===== src/rtl/pq_pkg.sv =====
package pq_pkg;
  // How many bytes enter the store in a cycle
  typedef enum logic [1:0] {
    PUSH_NONE = 2'd0,
    PUSH_ONE  = 2'd1,
    PUSH_TWO  = 2'd2
  } push_e;
endpackage


===== src/rtl/pq_fetch_ctrl.sv =====
module pq_fetch_ctrl
  import pq_pkg::*;
#(
  parameter int          ADDR_W     = 16,
  parameter int          DEPTH      = 6,
  parameter int          CW         = $clog2(DEPTH + 1),
  parameter logic [ADDR_W-1:0] RESET_ADDR = '0
) (
  input  logic              clk,
  input  logic              rst,
  input  logic              flush_i,
  input  logic [ADDR_W-1:0] flush_addr_i,
  input  logic [CW-1:0]     occ_i,
  input  logic              fetch_ack_i,
  input  logic [15:0]       fetch_data_i,
  output logic              fetch_req_o,
  output logic [ADDR_W-1:0] fetch_addr_o,
  output push_e             push_o,
  output logic [7:0]        push_b0_o,
  output logic [7:0]        push_b1_o
);
  logic [ADDR_W-1:0] pf_addr;
  logic              stale;
  logic [CW-1:0]     free_slots;
  logic [CW-1:0]     need_slots;
  logic              take;

  assign free_slots = CW'(DEPTH) - occ_i;
  assign need_slots = pf_addr[0] ? CW'(1) : CW'(2);
  assign take       = fetch_req_o && fetch_ack_i && !stale && !flush_i;

  always_ff @(posedge clk) begin
    if (rst) begin
      pf_addr      <= RESET_ADDR;
      fetch_req_o  <= 1'b0;
      fetch_addr_o <= '0;
      stale        <= 1'b0;
    end else begin
      if (fetch_req_o && fetch_ack_i) begin
        fetch_req_o <= 1'b0;
        stale       <= 1'b0;
        if (take)
          pf_addr <= fetch_addr_o + (fetch_addr_o[0] ? ADDR_W'(1) : ADDR_W'(2));
      end else if (fetch_req_o && flush_i) begin
        stale <= 1'b1;
      end else if (!fetch_req_o && !flush_i && free_slots >= need_slots) begin
        fetch_req_o  <= 1'b1;
        fetch_addr_o <= pf_addr;
      end
      if (flush_i)
        pf_addr <= flush_addr_i;
    end
  end

  always_comb begin
    push_o    = PUSH_NONE;
    push_b0_o = fetch_addr_o[0] ? fetch_data_i[15:8] : fetch_data_i[7:0];
    push_b1_o = fetch_data_i[15:8];
    if (take)
      push_o = fetch_addr_o[0] ? PUSH_ONE : PUSH_TWO;
  end
endmodule


===== src/rtl/pq_storage.sv =====
module pq_storage
  import pq_pkg::*;
#(
  parameter int DEPTH = 6,
  parameter int CW    = $clog2(DEPTH + 1),
  parameter int PW    = $clog2(DEPTH)
) (
  input  logic          clk,
  input  logic          rst,
  input  logic          flush_i,
  input  push_e         push_i,
  input  logic [7:0]    push_b0_i,
  input  logic [7:0]    push_b1_i,
  input  logic          pop_i,
  output logic [7:0]    rd_data_o,
  output logic          valid_o,
  output logic [CW-1:0] occ_o
);
  logic [7:0]    slot [DEPTH];
  logic [PW-1:0] wr_ptr, rd_ptr, wr_ptr1;
  logic          we0, we1, pop_ok;
  logic [CW-1:0] n_push, occ_nxt;

  function automatic logic [PW-1:0] step(input logic [PW-1:0] p);
    return (p == PW'(DEPTH - 1)) ? '0 : p + PW'(1);
  endfunction

  assign we0     = (push_i != PUSH_NONE);
  assign we1     = (push_i == PUSH_TWO);
  assign n_push  = we1 ? CW'(2) : (we0 ? CW'(1) : CW'(0));
  assign pop_ok  = pop_i && valid_o && !flush_i;
  assign wr_ptr1 = step(wr_ptr);
  assign occ_nxt = flush_i ? '0 : occ_o + n_push - CW'(pop_ok);

  always_ff @(posedge clk) begin
    for (int i = 0; i < DEPTH; i++) begin
      if (we0 && wr_ptr == PW'(i))
        slot[i] <= push_b0_i;
      else if (we1 && wr_ptr1 == PW'(i))
        slot[i] <= push_b1_i;
    end
  end

  always_ff @(posedge clk) begin
    if (rst) begin
      wr_ptr  <= '0;
      rd_ptr  <= '0;
      occ_o   <= '0;
      valid_o <= 1'b0;
    end else begin
      occ_o   <= occ_nxt;
      valid_o <= (occ_nxt != '0);
      if (flush_i) begin
        wr_ptr <= '0;
        rd_ptr <= '0;
      end else begin
        if (we1)
          wr_ptr <= step(wr_ptr1);
        else if (we0)
          wr_ptr <= wr_ptr1;
        if (pop_ok)
          rd_ptr <= step(rd_ptr);
      end
    end
  end

  assign rd_data_o = slot[rd_ptr];
endmodule


===== src/rtl/prefetch_queue.sv =====
module prefetch_queue
  import pq_pkg::*;
#(
  parameter int          ADDR_W     = 16,
  parameter int          DEPTH      = 6,
  parameter logic [ADDR_W-1:0] RESET_ADDR = '0
) (
  input  logic              clk,
  input  logic              rst,
  input  logic              flush_i,
  input  logic [ADDR_W-1:0] flush_addr_i,
  output logic              fetch_req_o,
  output logic [ADDR_W-1:0] fetch_addr_o,
  input  logic              fetch_ack_i,
  input  logic [15:0]       fetch_data_i,
  output logic              byte_valid_o,
  output logic [7:0]        byte_o,
  input  logic              pop_i
);
  localparam int CW = $clog2(DEPTH + 1);
  localparam int PW = $clog2(DEPTH);

  logic [CW-1:0] occ;
  push_e         push;
  logic [7:0]    push_b0, push_b1;

  pq_fetch_ctrl #(
    .ADDR_W(ADDR_W), .DEPTH(DEPTH), .CW(CW), .RESET_ADDR(RESET_ADDR)
  ) u_ctrl (
    .clk(clk), .rst(rst), .flush_i(flush_i), .flush_addr_i(flush_addr_i),
    .occ_i(occ), .fetch_ack_i(fetch_ack_i), .fetch_data_i(fetch_data_i),
    .fetch_req_o(fetch_req_o), .fetch_addr_o(fetch_addr_o),
    .push_o(push), .push_b0_o(push_b0), .push_b1_o(push_b1)
  );

  pq_storage #(
    .DEPTH(DEPTH), .CW(CW), .PW(PW)
  ) u_store (
    .clk(clk), .rst(rst), .flush_i(flush_i), .push_i(push),
    .push_b0_i(push_b0), .push_b1_i(push_b1), .pop_i(pop_i),
    .rd_data_o(byte_o), .valid_o(byte_valid_o), .occ_o(occ)
  );
endmodule


===== config.mk =====
export PLATFORM = sky130hd
export DESIGN_NAME = prefetch_queue
export DESIGN_NICKNAME = d
export VERILOG_FILES = /design/src/rtl/pq_pkg.sv /design/src/rtl/pq_fetch_ctrl.sv /design/src/rtl/pq_storage.sv /design/src/rtl/prefetch_queue.sv
export SDC_FILE = /design/constraint.sdc
export NUM_CORES = 1
export LEC_CHECK = 0
export BUFFER_PORTS_ARGS = -buffer_cell sky130_fd_sc_hd__buf_2
export CAP_MARGIN = 20
export CORE_UTILIZATION = 28
export DETAILED_ROUTE_END_ITERATION = 12
export PLACE_DENSITY_LB_ADDON = 0.1
export SETUP_SLACK_MARGIN = 0.15
export SYNTH_ARGS = -nofsm -noshare
export SYNTH_HDL_FRONTEND = slang
export SYNTH_HIERARCHICAL = 1
export SYNTH_SLANG_ARGS = --single-unit

===== constraint.sdc =====
create_clock -name clk -period 8.21 [get_ports clk]
set_clock_uncertainty 0.1 [all_clocks]
set_input_delay 1.2315 -clock clk [delete_from_list [all_inputs] [get_ports clk]]
set_output_delay 1.2315 -clock clk [all_outputs]
set_load 0.005 [all_outputs]

# == After elaboration in Yosys (flattened, before gate mapping) ==
# Memory sizes are Yosys's and may differ from the RTL's. A register that Yosys moved wholly into a read port is not among the register bits.
# Index checks and enable logic that the tools add are counted.
# word_totals
ramBits,48
output_inout_bits,26
inputBits,37
ff_bits,44
wordCells,142
n_memories,1
# op_classes
addsub,7
n_mux,66
bitwise,8
reduce_logical,39
eq_ne,12
order_cmp,1
# memory_table
name,depth,word_bits,read_ports,rd_clocked_by_memory_dff,write_ports,line_no,rtl
u_store.slot,6,8,1,1,2,pq_storage.sv:19,logic [7:0] slot [DEPTH];
# op_table
cell,n
8-bit two-way mux,11
16-bit two-way mux,3
3-bit two-way mux,13
1-bit two-way mux,35
8-bit OR reduction,4
1-bit logical AND,20
16-bit adder,1
3-bit == test (second input constant),5
3-bit by 2-bit == test with 1-bit output (second input constant),4
3-bit by 1-bit adder with 3-bit output (second input constant),3
2-bit two-way mux,4
2-bit nonzero test,4
3-bit by 1-bit == test with 1-bit output (second input constant),2
3-bit logical NOT,2
1-bit OR,6
2-bit AND reduction,2
2-bit OR reduction,2
3-bit adder,1
3-bit >= comparator,1
1-bit logical NOT,3
3-bit AND reduction,1
3-bit nonzero test,1
3-bit by 1-bit subtractor with 3-bit output,1
3-bit subtractor (first input constant),1
2 further kinds,3

# == Depth between registers and ports, before layout ==
# logic_depth
word_depth,13
ltp_mapped,11
ltp_nobuf,9

# == By module ==
# Netlist, hierarchy kept.
# by_module_without_submodules
mod,area_per_inst_um2,instances,seq_area_each_um2,cells_each
pq_storage,3261.9,1,1701.6,222
pq_fetch_ctrl,2021.9,1,680.7,218

# == Least setup slack after synthesis ==
# Ideal clock, no wire load.
# synth_timing
path_type,input to register
startpoint,input flush_i
endpoint,register u_store.valid_o
required_ns,8.029
n_path_buf,1
setup_slack_ns,4.652
cell_stages,10
setup_ns,0.081
arrival_time_ns,3.377
cell_sequence,nand4bb_1 nor2_1 buf_2 xnor2_1 ha_1 inv_1 fa_1 xnor2_1 or3_1 a41oi_1
# synth_between
elab_chain_cells,10
elab_cells_between_ends,12
classes_between,add/sub (2); eq/ne (1); mux (4); reduce/logical (5)
# synth_lines
element,line_no,rtl
from (decl),prefetch_queue.sv:10,"input logic flush_i,"
1-bit logical NOT (*),pq_fetch_ctrl.sv:30,assign take = fetch_req_o && fetch_ack_i && !stale && !flush_i;
1-bit logical AND (*),pq_fetch_ctrl.sv:30,
2-bit two-way mux (*),pq_fetch_ctrl.sv:59,if (take)
via push[0],prefetch_queue.sv:24,push_e push;
2-bit nonzero test,pq_storage.sv:28,assign we0 = (push_i != PUSH_NONE);
1-bit two-way mux,pq_storage.sv:30,assign n_push = we1 ? CW'(2) : (we0 ? CW'(1) : CW'(0));
3-bit two-way mux (*),pq_storage.sv:30,
3-bit adder (*),pq_storage.sv:33,assign occ_nxt = flush_i ? '0 : occ_o + n_push - CW'(pop_ok);
3-bit by 1-bit subtractor with 3-bit output (*),pq_storage.sv:33,
3-bit two-way mux (*),pq_storage.sv:33,
3-bit nonzero test (*),pq_storage.sv:52,valid_o <= (occ_nxt != '0);
to (signal assigned),pq_storage.sv:52,
to (decl),pq_storage.sv:16,"output logic valid_o,"
# The timed path passes the listed nets; every way through them passes the cells marked *.
# A chain may end at the register's enable or synchronous reset.

==> flow_metrics.env <==
export IMPL_p_leak_nw=2.11
export IMPL_grt_total_usage_pct=14.0
export IMPL_placed_area_um2=5680
export IMPL_hold_buffers=0
export IMPL_setup_tns_final_ns=0
export IMPL_ys_ff_latch=95
export IMPL_die_area_um2=19400
export IMPL_hold_class="register to register"
export IMPL_clk_latency_ns=0.35
export IMPL_port_buffers=62
export IMPL_synth_most_common_cell="mux2_2"
export IMPL_fin_nets=528
export IMPL_post_route_util_pct=32.9
export IMPL_core_rowCount=49
export IMPL_crit_chain="buf_2 > nand4bb_1 > nor2_1 > nor2b_4 > or3b_1 > a21oi_1"
export IMPL_arrival_ns=3.85
export IMPL_worstPathBufferInverterCount=1
export IMPL_cts_made_buffers=9
export IMPL_p_per_area_nw_per_um2=173
export IMPL_ir_drop_mv=0.0979
export IMPL_layout_drive_gt1_share_pct=35.2
export IMPL_area_sequential_um2=2380
export IMPL_root_buffer="clkbuf_16"
export IMPL_wirelength_um=13100
export IMPL_diodes=0
export IMPL_syn_nets=485
export IMPL_placed_cells=699
export IMPL_cts_tree="yes"
export IMPL_netlist_area_um2=5280
export IMPL_fin_crit_sh_pct=48.4
export IMPL_firstDrtPassIters=4
export IMPL_synth_cell_type_count=66
export IMPL_cts_setup_buffers=0
export IMPL_vias=3529
export IMPL_synth_seq_area_share_pct=45.1
export IMPL_htreeDepth=3
export IMPL_drv_slew=0
export IMPL_gp_congestion=0.707
export IMPL_initial_core_util_pct=29.0
export IMPL_hold_viol=0
export IMPL_synth_commonest_cells="mux2_2, edfxtp_1, dfxtp_1, nand2b_1, nor2_1"
export IMPL_cts_sinks=95
export IMPL_slowest_stage="a21oi_1"
export IMPL_drt_iter0_drc=133
export IMPL_syn_instance_count=440
export IMPL_clk_pin_slew_ns=0.07
export IMPL_worstHoldStart="u_ctrl/pf_addr[7]"
export IMPL_crit_path_end_kind="register"
export IMPL_status="completed"
export IMPL_via_per_inst=4.92
export IMPL_grt_overflow=0
export IMPL_core_um2=18200
export IMPL_fmax_mhz=252
export IMPL_cp_required_ns=8.08
export IMPL_area_growth_syn_to_layout_pct=13.4
export IMPL_synthDominantCellAreaShare_pct=27.3
export IMPL_grt_setup_unrepaired="false"
export IMPL_drc=0
export IMPL_slowest_delay_ns=0.70
export IMPL_cap_violations=0
export IMPL_yosysWarnings=6
export IMPL_multi_input_area_um2=2640
export IMPL_period_needed_ns=3.97
export IMPL_critPathKind="input port to register"
export IMPL_fillers=1861
export IMPL_synthFlopType="edfxtp_1"
export IMPL_final_antenna_net_count=0
export IMPL_yosys_area_top_type="edfxtp_1"
export IMPL_grt_pass1_vias=3641
export IMPL_die_width_um=139
export IMPL_wl_per_cell_um=18.2
export IMPL_hpwl_um=8700
export IMPL_crit_start="flush_i"
export IMPL_crit_fanout=26
export IMPL_worst_pin_slew_ns=1.03
export IMPL_clk_path_buf_depth=2
export IMPL_p_total_w=0.00104
export IMPL_instances_no_fill=717
export IMPL_reg2reg_from="u_ctrl/fetch_req_o"
export IMPL_grt_pass1_wl_um=20700
export IMPL_grt_max_degree=55
export IMPL_cts_resized=0
export IMPL_synth_area_leaders="edfxtp_1, dfxtp_1, mux2_2"
export IMPL_cp_top_family="simple AND/OR/NAND/NOR gates"
export IMPL_antenna_found_initial=0
export IMPL_fin_area_um2=5990
export IMPL_setup_viol=0
export IMPL_critPathLaunchType="input port"
export IMPL_ios=63
export IMPL_ys_async_sr_fraction_pct=0
export IMPL_synth_avg_cell_area_um2=12.0
export IMPL_slew_headroom_pct=31.3
export IMPL_synth_edf_count=48
export IMPL_die_height_um=139
## worst min-delay path, stage by stage (launching register included)
cell and delay, ns:
dfxtp_1 0.32, nand2b_1 0.06, mux2i_1 0.06
## state kept, by name, summed over array words and instances, names as in the netlist, named ones only
name / cells
u_store/valid_o: 1
u_store/occ_o: 3
u_store/rd_ptr: 3
u_store/wr_ptr: 3
u_ctrl/stale: 1
u_store/slot: 48
u_ctrl/fetch_req_o: 1
u_ctrl/fetch_addr_o: 16
u_ctrl/pf_addr: 16
## metal layers
metal	global-route usage, %	wire [µm]	vias up
li1	-	-	1723
met1	17.7	5890	1710
met2	23.2	6300	81
met3	3.27	611	15
met4	5.26	280	0
met5	0	0	-
## stage by stage
step | setup WS (ns) | hold WS [ns]
final | 4.24 | 0.376
after global placement | 3.85 | 0.355
after detailed placement | 3.73 | 0.368
after global routing | 3.99 | 0.390
after floorplan | 4.65 | 0.349
after CTS | 4.09 | 0.378
## cell usage in the layout (no fill, tap or decap), drive strengths merged, types with 3 or more instances in the layout
master,count
or3,3
inv,10
a21oi,12
xor2,10
mux4,8
o22ai,9
nand2,7
nand2b,34
clkinvlp,3
mux2,73
clkbuf,9
mux2i,21
edfxtp,48
buf,68
a211oi,3
o21ai,5
nand3,5
xnor2,9
nand3b,4
a22oi,12
or2,3
nor3,3
dfxtp,47
o211ai,5
nor2,23
nor2b,6
ha,7
nand4,7
## cell families (layout without fill, tap and decap cells)
family	after synthesis	after routing	synth area share, %
flip-flops	95	95	45.1
buffers and inverters	45	93	5.04
multiplexers	102	102	23.4
adder cells (fa/ha/maj)	8	8	2.04
XOR/XNOR	19	19	3.15
AO/OA/AOI/OAI	58	58	7.53
AND/OR/NAND/NOR	113	113	13.8
## power by group
part	switching [W]	internal [W]
Clock	0.000189	0.000236
Combinational	0.0000460	0.0000464
Sequential	0.00000997	0.000510
## worst paths after layout
| check | slack [ns] | to | cells after the start |
|---|---|---|---|
| worst max-delay path | 4.24 | u_store/slot[5][0] | 6 |
| worst min register to register | 0.38 | u_ctrl/fetch_addr_o[7] | 2 |
| worst max register to register | 5.02 | u_store/slot[5][0] | 5 |
| worst min-delay path | 0.38 | u_ctrl/fetch_addr_o[7] | 2 |
## final cells by class
| class | instances | area share [%] |
|---|---|---|
| flip-flops and latches | 95 | 39.7 |
| well taps | 229 | 4.78 |
| clock inverters | 7 | 1.19 |
| inverters | 9 | 0.564 |
| multi-input cells | 300 | 44.0 |
| clock buffers | 9 | 3.76 |
| repair buffers | 68 | 5.99 |
Power figures use the tool's default switching activity.
